File: src/rtl/prbs_chk_pkg.sv
package prbs_chk_pkg;

  localparam int HIST_W  = 20;
  localparam int NUM_PAT = 4;

  typedef enum logic [1:0] {
    PAT_P11  = 2'b00,
    PAT_P15  = 2'b01,
    PAT_P20  = 2'b10,
    PAT_P20B = 2'b11
  } pat_sel_e;

  // History bit k holds the bit received k+1 steps ago.
  function automatic logic [HIST_W-1:0] tap_mask(input int p);
    logic [HIST_W-1:0] m;
    m = '0;
    case (p)
      0:       begin m[8]  = 1'b1; m[10] = 1'b1; end
      1:       begin m[13] = 1'b1; m[14] = 1'b1; end
      default: begin m[16] = 1'b1; m[19] = 1'b1; end
    endcase
    return m;
  endfunction

endpackage

File: src/rtl/prbs_sync_fsm.sv
module prbs_sync_fsm
  import prbs_chk_pkg::*;
#(
  parameter int LOCK_RUN  = 48,
  parameter int WIN_LEN   = 48,
  parameter int ERR_LIMIT = 10
) (
  input  logic              clk,
  input  logic              rst_n,
  input  logic              enable,
  input  logic              bit_vld,
  input  logic              rx_bit,
  input  logic              pred,
  output logic [HIST_W-1:0] hist,
  output logic              sync_o,
  output logic              err_evt,
  output logic              chg_evt,
  output logic              err_pulse_o
);

  localparam int RUN_W = (LOCK_RUN > 1) ? $clog2(LOCK_RUN) : 1;
  localparam int WIN_W = (WIN_LEN > 1) ? $clog2(WIN_LEN) : 1;
  localparam int ERR_W = $clog2(ERR_LIMIT + 2);

  logic [HIST_W-1:0] hist_q, hist_n;
  logic [RUN_W-1:0]  run_q, run_n;
  logic [WIN_W-1:0]  win_q, win_n;
  logic [ERR_W-1:0]  errc_q, errc_n, err_tot;
  logic              sync_q, sync_n, mism, pulse_q;

  assign mism    = rx_bit ^ pred;
  assign err_tot = errc_q + {{(ERR_W-1){1'b0}}, mism};

  always_comb begin
    hist_n  = hist_q;
    run_n   = run_q;
    win_n   = win_q;
    errc_n  = errc_q;
    sync_n  = sync_q;
    err_evt = 1'b0;
    if (!enable) begin
      hist_n = '0;
      run_n  = '0;
      win_n  = '0;
      errc_n = '0;
      sync_n = 1'b0;
    end else if (bit_vld) begin
      if (!sync_q) begin
        hist_n = {hist_q[HIST_W-2:0], rx_bit};
        if (mism) begin
          run_n = '0;
        end else if (run_q == RUN_W'(LOCK_RUN - 1)) begin
          sync_n = 1'b1;
          run_n  = '0;
          win_n  = '0;
          errc_n = '0;
        end else begin
          run_n = run_q + RUN_W'(1);
        end
      end else begin
        hist_n  = {hist_q[HIST_W-2:0], pred};
        err_evt = mism;
        if (err_tot > ERR_W'(ERR_LIMIT)) begin
          sync_n = 1'b0;
          run_n  = '0;
          win_n  = '0;
          errc_n = '0;
        end else if (win_q == WIN_W'(WIN_LEN - 1)) begin
          win_n  = '0;
          errc_n = '0;
        end else begin
          win_n  = win_q + WIN_W'(1);
          errc_n = err_tot;
        end
      end
    end
  end

  assign chg_evt = sync_n ^ sync_q;

  always_ff @(posedge clk or negedge rst_n) begin
    if (!rst_n) begin
      hist_q  <= '0;
      run_q   <= '0;
      win_q   <= '0;
      errc_q  <= '0;
      sync_q  <= 1'b0;
      pulse_q <= 1'b0;
    end else begin
      hist_q  <= hist_n;
      run_q   <= run_n;
      win_q   <= win_n;
      errc_q  <= errc_n;
      sync_q  <= sync_n;
      pulse_q <= err_evt;
    end
  end

  assign hist        = hist_q;
  assign sync_o      = sync_q;
  assign err_pulse_o = pulse_q;

  assert_err_only_in_sync_R4: assert property (@(posedge clk) disable iff (!rst_n)
    pulse_q |-> $past(sync_q));

  assert_lock_after_run_R3: assert property (@(posedge clk) disable iff (!rst_n)
    $rose(sync_q) |-> ($past(run_q) == RUN_W'(LOCK_RUN - 1)) && $past(bit_vld));

  assert_err_bound_R6: assert property (@(posedge clk) disable iff (!rst_n)
    sync_q |-> (errc_q <= ERR_W'(ERR_LIMIT)));

  assert_win_range_R7: assert property (@(posedge clk) disable iff (!rst_n)
    win_q <= WIN_W'(WIN_LEN - 1));

  assert_idle_when_off_R1: assert property (@(posedge clk) disable iff (!rst_n)
    !$past(enable) |-> (!sync_q && !pulse_q));

endmodule

File: config.mk
export PLATFORM = sky130hd
export DESIGN_NAME = prbs_sync_fsm
export DESIGN_NICKNAME = d
export VERILOG_FILES = /design/src/rtl/prbs_chk_pkg.sv /design/src/rtl/prbs_sync_fsm.sv
export SDC_FILE = /design/constraint.sdc
export NUM_CORES = 1
export LEC_CHECK = 0
export ABC_AREA = 1
export BUFFER_PORTS_ARGS = -buffer_cell sky130_fd_sc_hd__buf_2
export CAP_MARGIN = 20
export CELL_PAD_IN_SITES_DETAIL_PLACEMENT = 0
export CELL_PAD_IN_SITES_GLOBAL_PLACEMENT = 1
export CORE_MARGIN = 3
export CORE_UTILIZATION = 30
export CTS_CLUSTER_DIAMETER = 120
export DETAILED_ROUTE_END_ITERATION = 7
export PLACE_DENSITY_LB_ADDON = 0.1
export REMOVE_ABC_BUFFERS = 1
export SKIP_CTS_REPAIR_TIMING = 1
export SYNTH_ARGS = -nofsm -noshare
export SYNTH_HDL_FRONTEND = slang
export SYNTH_SLANG_ARGS = --single-unit
File: constraint.sdc
create_clock -name clk -period 4.9 [get_ports clk]
set_input_delay 0.245 -clock clk [delete_from_list [all_inputs] [get_ports clk]]
set_output_delay 0.245 -clock clk [all_outputs]
set_load 0.1 [all_outputs]
==> results.cfg, run 1 <==
[power]
power_mw = 0.7145
p_per_area_nw_per_um2 = 318.7
ir_worst_vdd_mv = 0.1337
p_leak_nw = 1.159

[routing]
drt_iter0_markers = 88
avgViaCountPerCell = 4.682
vias = 1545
dr.pass1.iters = 4
wl_per_cell_um = 13.33
drc = 0
routed_wl_um = 4400
ant_nets = 0

[setup_path]
crit_type = register to output pin
cp-start-kind = register
required_ns = 4.66
end_kind = output pin
cp_max_fo = 6
cp.arrival_ns = 2.41

[sta]
skew_ns = 0.007738
period_minus_slack_ns = 2.658
worstMarginPinSlew_ns = 0.8718
rsz0062_at_grt = no
hold_viol_final = 0
drv_slew = 0
slew_headroom_pct = 41.88
setup_ws_ns = 2.242
setup_tns_ns = 0
post-route-period-util_pct = 54.24
setup_viol = 0
fmax_mhz = 376.3

[die]
fp.coreArea_um2 = 5991
floorplan.initialDensity_pct = 31.52
die_area_um2 = 7281
die_h_um = 85.33
ios = 30
die_w_um = 85.33
core.rowCount = 28

[synthesis]
synthCells = 223
synth_top_family_by_area = simple AND/OR/NAND/NOR gates
synthAdderAreaFrac_pct = 2.651
ys_warn_count = 0
synth_xor_area_share_pct = 2.253
synth_top_area_share_pct = 50.36
synth_simple_gate_area_share_pct = 27.37
syn_area_um2 = 1888
muxShareOfSynthArea_pct = 0
avgSynthCellArea_um2 = 8.467
synth-compound-area-share_pct = 9.675
ys_seq_area_share_pct = 50.36
yosys_register_bits = 38
synth_top_cell_by_area = dfrtp_1
synth_area_leaders = dfrtp_1, nand2_1, nand3_1
yosysUniqueCellTypes = 28

[cts]
root_buffer = clkbuf_8
cts_tree = yes
cts_inserted_buffers = 5
cts_max_level = 2
cts.clk_slew.worst_paths_ns = 0.08
numClockSinks = 38
insertion_delay_ns = 0.30
cts_buffer_depth = 2

[worst_hold_path]
worstHoldPathType = input pin to asynchronous set/reset pin

[placement]
gp_congestion = 0.7906
io_buffer_count = 29
hpwlAfterDp_um = 3009
dp_worst_setup_slack_ns = 2.340

[global_route]
grt_overflow = 0
antenna_found_initial = 0
grt_usage_pct = 13.67
grt_pass1_vias = 1582
grt_first_pass_wirelength_um = 7790
grt_max_degree = 39

[layout]
syn2layout_area_growth_pct = 18.75
antenna_cells = 0
final_layout_size_suffix_gt1_share_pct = 20.00
fin_nets = 264

[job]
max_cap_viol_count = 0

[run_status]
status = complete, no violations
==> through the flow <==
step                util, %  std cells  hold slack, ns  cell area (µm²)
global placement      35.13        322          0.4365             2105
detailed placement    35.13        322          0.4277             2105
finish                37.43        330         0.06427             2242
CTS                   37.43        330          0.1012             2242
floorplan                 -        218        -0.05059             1866
global route          37.43        330          0.1327             2242
==> flip-flops by register name, indices dropped and copies added, names as in the netlist <==
signal	cells
err_pulse_o	1
sync_o	1
run_q	6
errc_q	4
win_q	6
hist	20
==> logic make-up (layout without fill, tap and decap cells) <==
| kind of cell | Yosys count | in the layout |
|---|---|---|
| DFF | 38 | 38 |
| xor gates and xnor gates | 4 | 4 |
| AOI/OAI and AO/OA | 32 | 32 |
| adders and majority gates | 4 | 4 |
| and+or+nand+nor | 108 | 108 |
| buffers and inverters | 37 | 69 |
==> final timing paths <==
path                            from  endpoint  slack [ns]  depth (start not counted)
max                        errc_q[0]   chg_evt        2.24                          9
min                            rst_n  hist[19]        0.06                          1
max reg2reg                errc_q[0]  run_q[4]        3.01                          8
min reg2reg                 hist[19]  hist[19]        0.47                          2
max in group asynchronous      rst_n  run_q[1]        4.29                          1
min in group clk              rx_bit   hist[0]        0.34                          3
==> cell usage in the layout, fill, tap and decap left out, types with 4 or more instances in the layout <==
cell      instances
nand2_1          61
buf_2            29
inv_1            28
clkbuf_8          5
nand3_1          26
ha_1              4
o31ai_1           6
dfrtp_1          38
nor2_1            6
o21ai_0          17
nand4_1           4
==> cells in the mapped netlist, drive strengths merged <==
cell     n
nand2   62
dfrtp   38
inv     32
nand3   28
o21ai   20
nor2    11
o31ai    6
ha       4
nand4    4
xor2     4
a21oi    3
buf      3
clkbuf   2
nor3     2
a22oi    1
o211ai   1
o21bai   1
or2      1
==> report_power, final <==
group / internal, mW / leakage, nW / switching [mW]
sequential: 0.318 / 0.527 / 0.00355
combinational: 0.0116 / 0.563 / 0.0560
clock: 0.204 / 0.0683 / 0.122
==> metal layers <==
metal	vias up	global-route usage, %	routed length, µm
met3	5	4.272	218
met4	0	3.885	48
met2	30	21.05	1952
met5	-	0	0
li1	785	-	-
met1	725	18.51	2181
==> critical path, stage by stage, from the launching register on <==
cell	delay, ns
dfrtp_1	0.39
ha_1	0.23
ha_1	0.30
nand2_1	0.05
nand3_1	0.08
nand2_1	0.14
nand2_1	0.18
nand2_1	0.15
o21ai_0	0.16
buf_2	0.44
==> area by class of cell <==
| cell class | count | area, µm² |
|---|---|---|
| multi-input combinational | 148 | 792.0 |
| clock inverter | 3 | 68.82 |
| sequential | 38 | 950.9 |
| fill | 647 | 3749 |
| timing repair buffer | 29 | 145.1 |
| clock buffer | 5 | 68.82 |
| inverter | 32 | 122.6 |
| tap | 75 | 93.84 |
No activity file was read; power rests on OpenSTA's default activity.
==> run 2: changes to the inputs <==
Settings changed: ABC_AREA 1 to 0.
Clock period 4.9 ns to 2.5 ns, I/O delays scaled along.
==> results.cfg, run 2 <==
[run_status]
status = complete, but fails checks
violations = negative hold slack

[die]
die_area_um2 = 7613
fp.coreArea_um2 = 6166
floorplan.initialDensity_pct = 32.12
die_w_um = 87.26
core.rowCount = 28
ios = 30
die_h_um = 87.26

[sta]
post-route-period-util_pct = 93.79
hold_viol_final = 38
worstMarginPinSlew_ns = 0.8318
drv_slew = 0
setup_viol = 0
hold_slack_ns = -0.06373
fmax_mhz = 426.5
period_minus_slack_ns = 2.345
skew_ns = 0.005921
rsz0062_at_grt = no
slew_headroom_pct = 44.55

[synthesis]
synth_common_cells = dfrtp_1, nand2_1, mux2i_1
muxShareOfSynthArea_pct = 11.88
synthAdderAreaFrac_pct = 2.527
synth_xor_area_share_pct = 2.148
synth.most_common_cell = dfrtp_1
avgSynthCellArea_um2 = 10.42
synth_simple_gate_area_share_pct = 20.47
synth_top_cell_by_area = dfrtp_1
synth-main-ff-cell = dfrtp_1
syn_area_um2 = 1981
yosys_register_bits = 38
async_flop_share_pct = 100.0
synth_top_area_share_pct = 48.01
synth-compound-area-share_pct = 11.94
synth_area_leaders = dfrtp_1, mux2i_1, nor2b_1
synth-edff-count = 0
ys_seq_area_share_pct = 48.01
yosysUniqueCellTypes = 45
synth_top_family_by_area = simple AND/OR/NAND/NOR gates
synthCells = 190
ys_warn_count = 0

[cts]
root_buffer = clkbuf_8
cts.clk_slew.worst_paths_ns = 0.07
cts_max_level = 2
cts_buffer_depth = 2
cts_inserted_buffers = 5
cts_tree = yes
insertion_delay_ns = 0.29
numClockSinks = 38

[layout]
mostFrequentLayoutCell = dfrtp_1
antenna_cells = 0
final_cell_mix = dfrtp_1, buf_2, nand2_1, mux2i_1, nor2b_1
fin_nets = 230
final_layout_size_suffix_gt1_share_pct = 22.62
largest_register_ffs = 20
syn2layout_area_growth_pct = 16.49
final_area_um2 = 2307

[job]
max_cap_viol_count = 0

[power]
p_comb_share_pct = 9.0
ir_worst_vdd_mv = 0.2386
p_per_area_nw_per_um2 = 506.9
power_frac_clock_pct = 37.7
p_switching_mw = 0.2961
switching_share_pct = 25.32
pwr-share-seq_pct = 53.2
p_int_mw = 0.8734
p_leak_nw = 1.164

[routing]
wl_per_cell_um = 13.90
ant_nets = 0
avgViaCountPerCell = 5.061
drt_iter0_markers = 87
vias = 1498
dr.pass1.iters = 4
routed_wl_um = 4113
drc = 0

[setup_path]
reg2reg_depth = 7
reg2reg_from = errc_q[0]
cp-start-kind = register
crit_type = register to output pin
r2r-end = win_q[3]
required_ns = 2.38
cp.arrival_ns = 2.22
reg2reg_setup_slack_ns = 0.49
end_kind = output pin
cp_max_fo = 7

[placement]
gp_congestion = 0.7955
post_dp_cell_area_um2 = 2212
io_buffer_count = 29
hpwlAfterDp_um = 3065

[worst_hold_path]
worstHoldPathType = input pin to asynchronous set/reset pin

[global_route]
grt_first_pass_wirelength_um = 7314
grt_usage_pct = 12.15
met3_usage_pct = 2.838
grt_pass1_vias = 1509
grt_overflow = 0
grt_max_degree = 39
use_met1_pct = 16.18
antenna_found_initial = 0
met2_usage_pct = 19.52
busiest_layer = met2
[run 2: cell type report]
| cell class | instances | area [µm²] |
|---|---|---|
| Inverter | 6 | 22.52 |
| Multi-Input combinational cell | 138 | 969.7 |
| Clock inverter | 2 | 12.51 |
| Clock buffer | 6 | 82.58 |
| Timing Repair Buffer | 31 | 175.2 |
| Fill cell | 637 | 3859 |
| Tap cell | 75 | 93.84 |
| Sequential cell | 38 | 950.9 |
[run 2: critical path, stage by stage, from the launching register on]
cell and delay, ns:
dfrtp_1 0.39, ha_1 0.23, ha_1 0.23, xnor2_1 0.24
a31oi_1 0.15, a21bo_2 0.29, a22o_1 0.22, buf_12 0.17
[run 2: through the flow]
stage	utilization, %	std cells	total power, mW	setup TNS, ns	setup WS (ns)
detailed placement	35.88	288	0.7434	0	0.1965
global placement	35.88	288	0.7428	0	0.2674
finish	37.42	296	1.169	0	0.1553
global route	37.42	296	1.240	0	0.01550
floorplan	-	182	0.6949	-2.284	-1.251
CTS	37.42	296	1.197	0	0.1342
[run 2: logic make-up after synthesis]
family / after synthesis
and+or+nand+nor: 75
buffers and inverters: 14
DFF: 38
AOI/OAI and AO/OA: 32
adders and majority gates: 4
xor gates and xnor gates: 4
muxes: 23
[run 2: power groups by stage]
| stage | Clock (mW) | Combinational [mW] | Sequential [mW] |
|---|---|---|---|
| finish | 0.441 | 0.106 | 0.623 |
| global route | 0.499 | 0.117 | 0.623 |
| CTS | 0.466 | 0.108 | 0.623 |
| detailed placement | 0 | 0.108 | 0.635 |
| global placement | 0 | 0.108 | 0.635 |
| floorplan | 0 | 0.0424 | 0.652 |
[run 2: layer usage]
layer,wire length [µm],share of wire [%]
met1,1934,47
met2,1944,47
met3,209,5.1
met4,25,0.61
met5,0,0
[run 2: how the worst max path moves through the flow]
stage,from,end,cells past startpoint
after CTS,errc_q[0],chg_evt,7
after global placement,pred,chg_evt,10
after floorplan,sync_o,err_pulse_o,2
after detailed placement,pred,chg_evt,10
final,errc_q[0],chg_evt,7
after global routing,errc_q[0],chg_evt,7
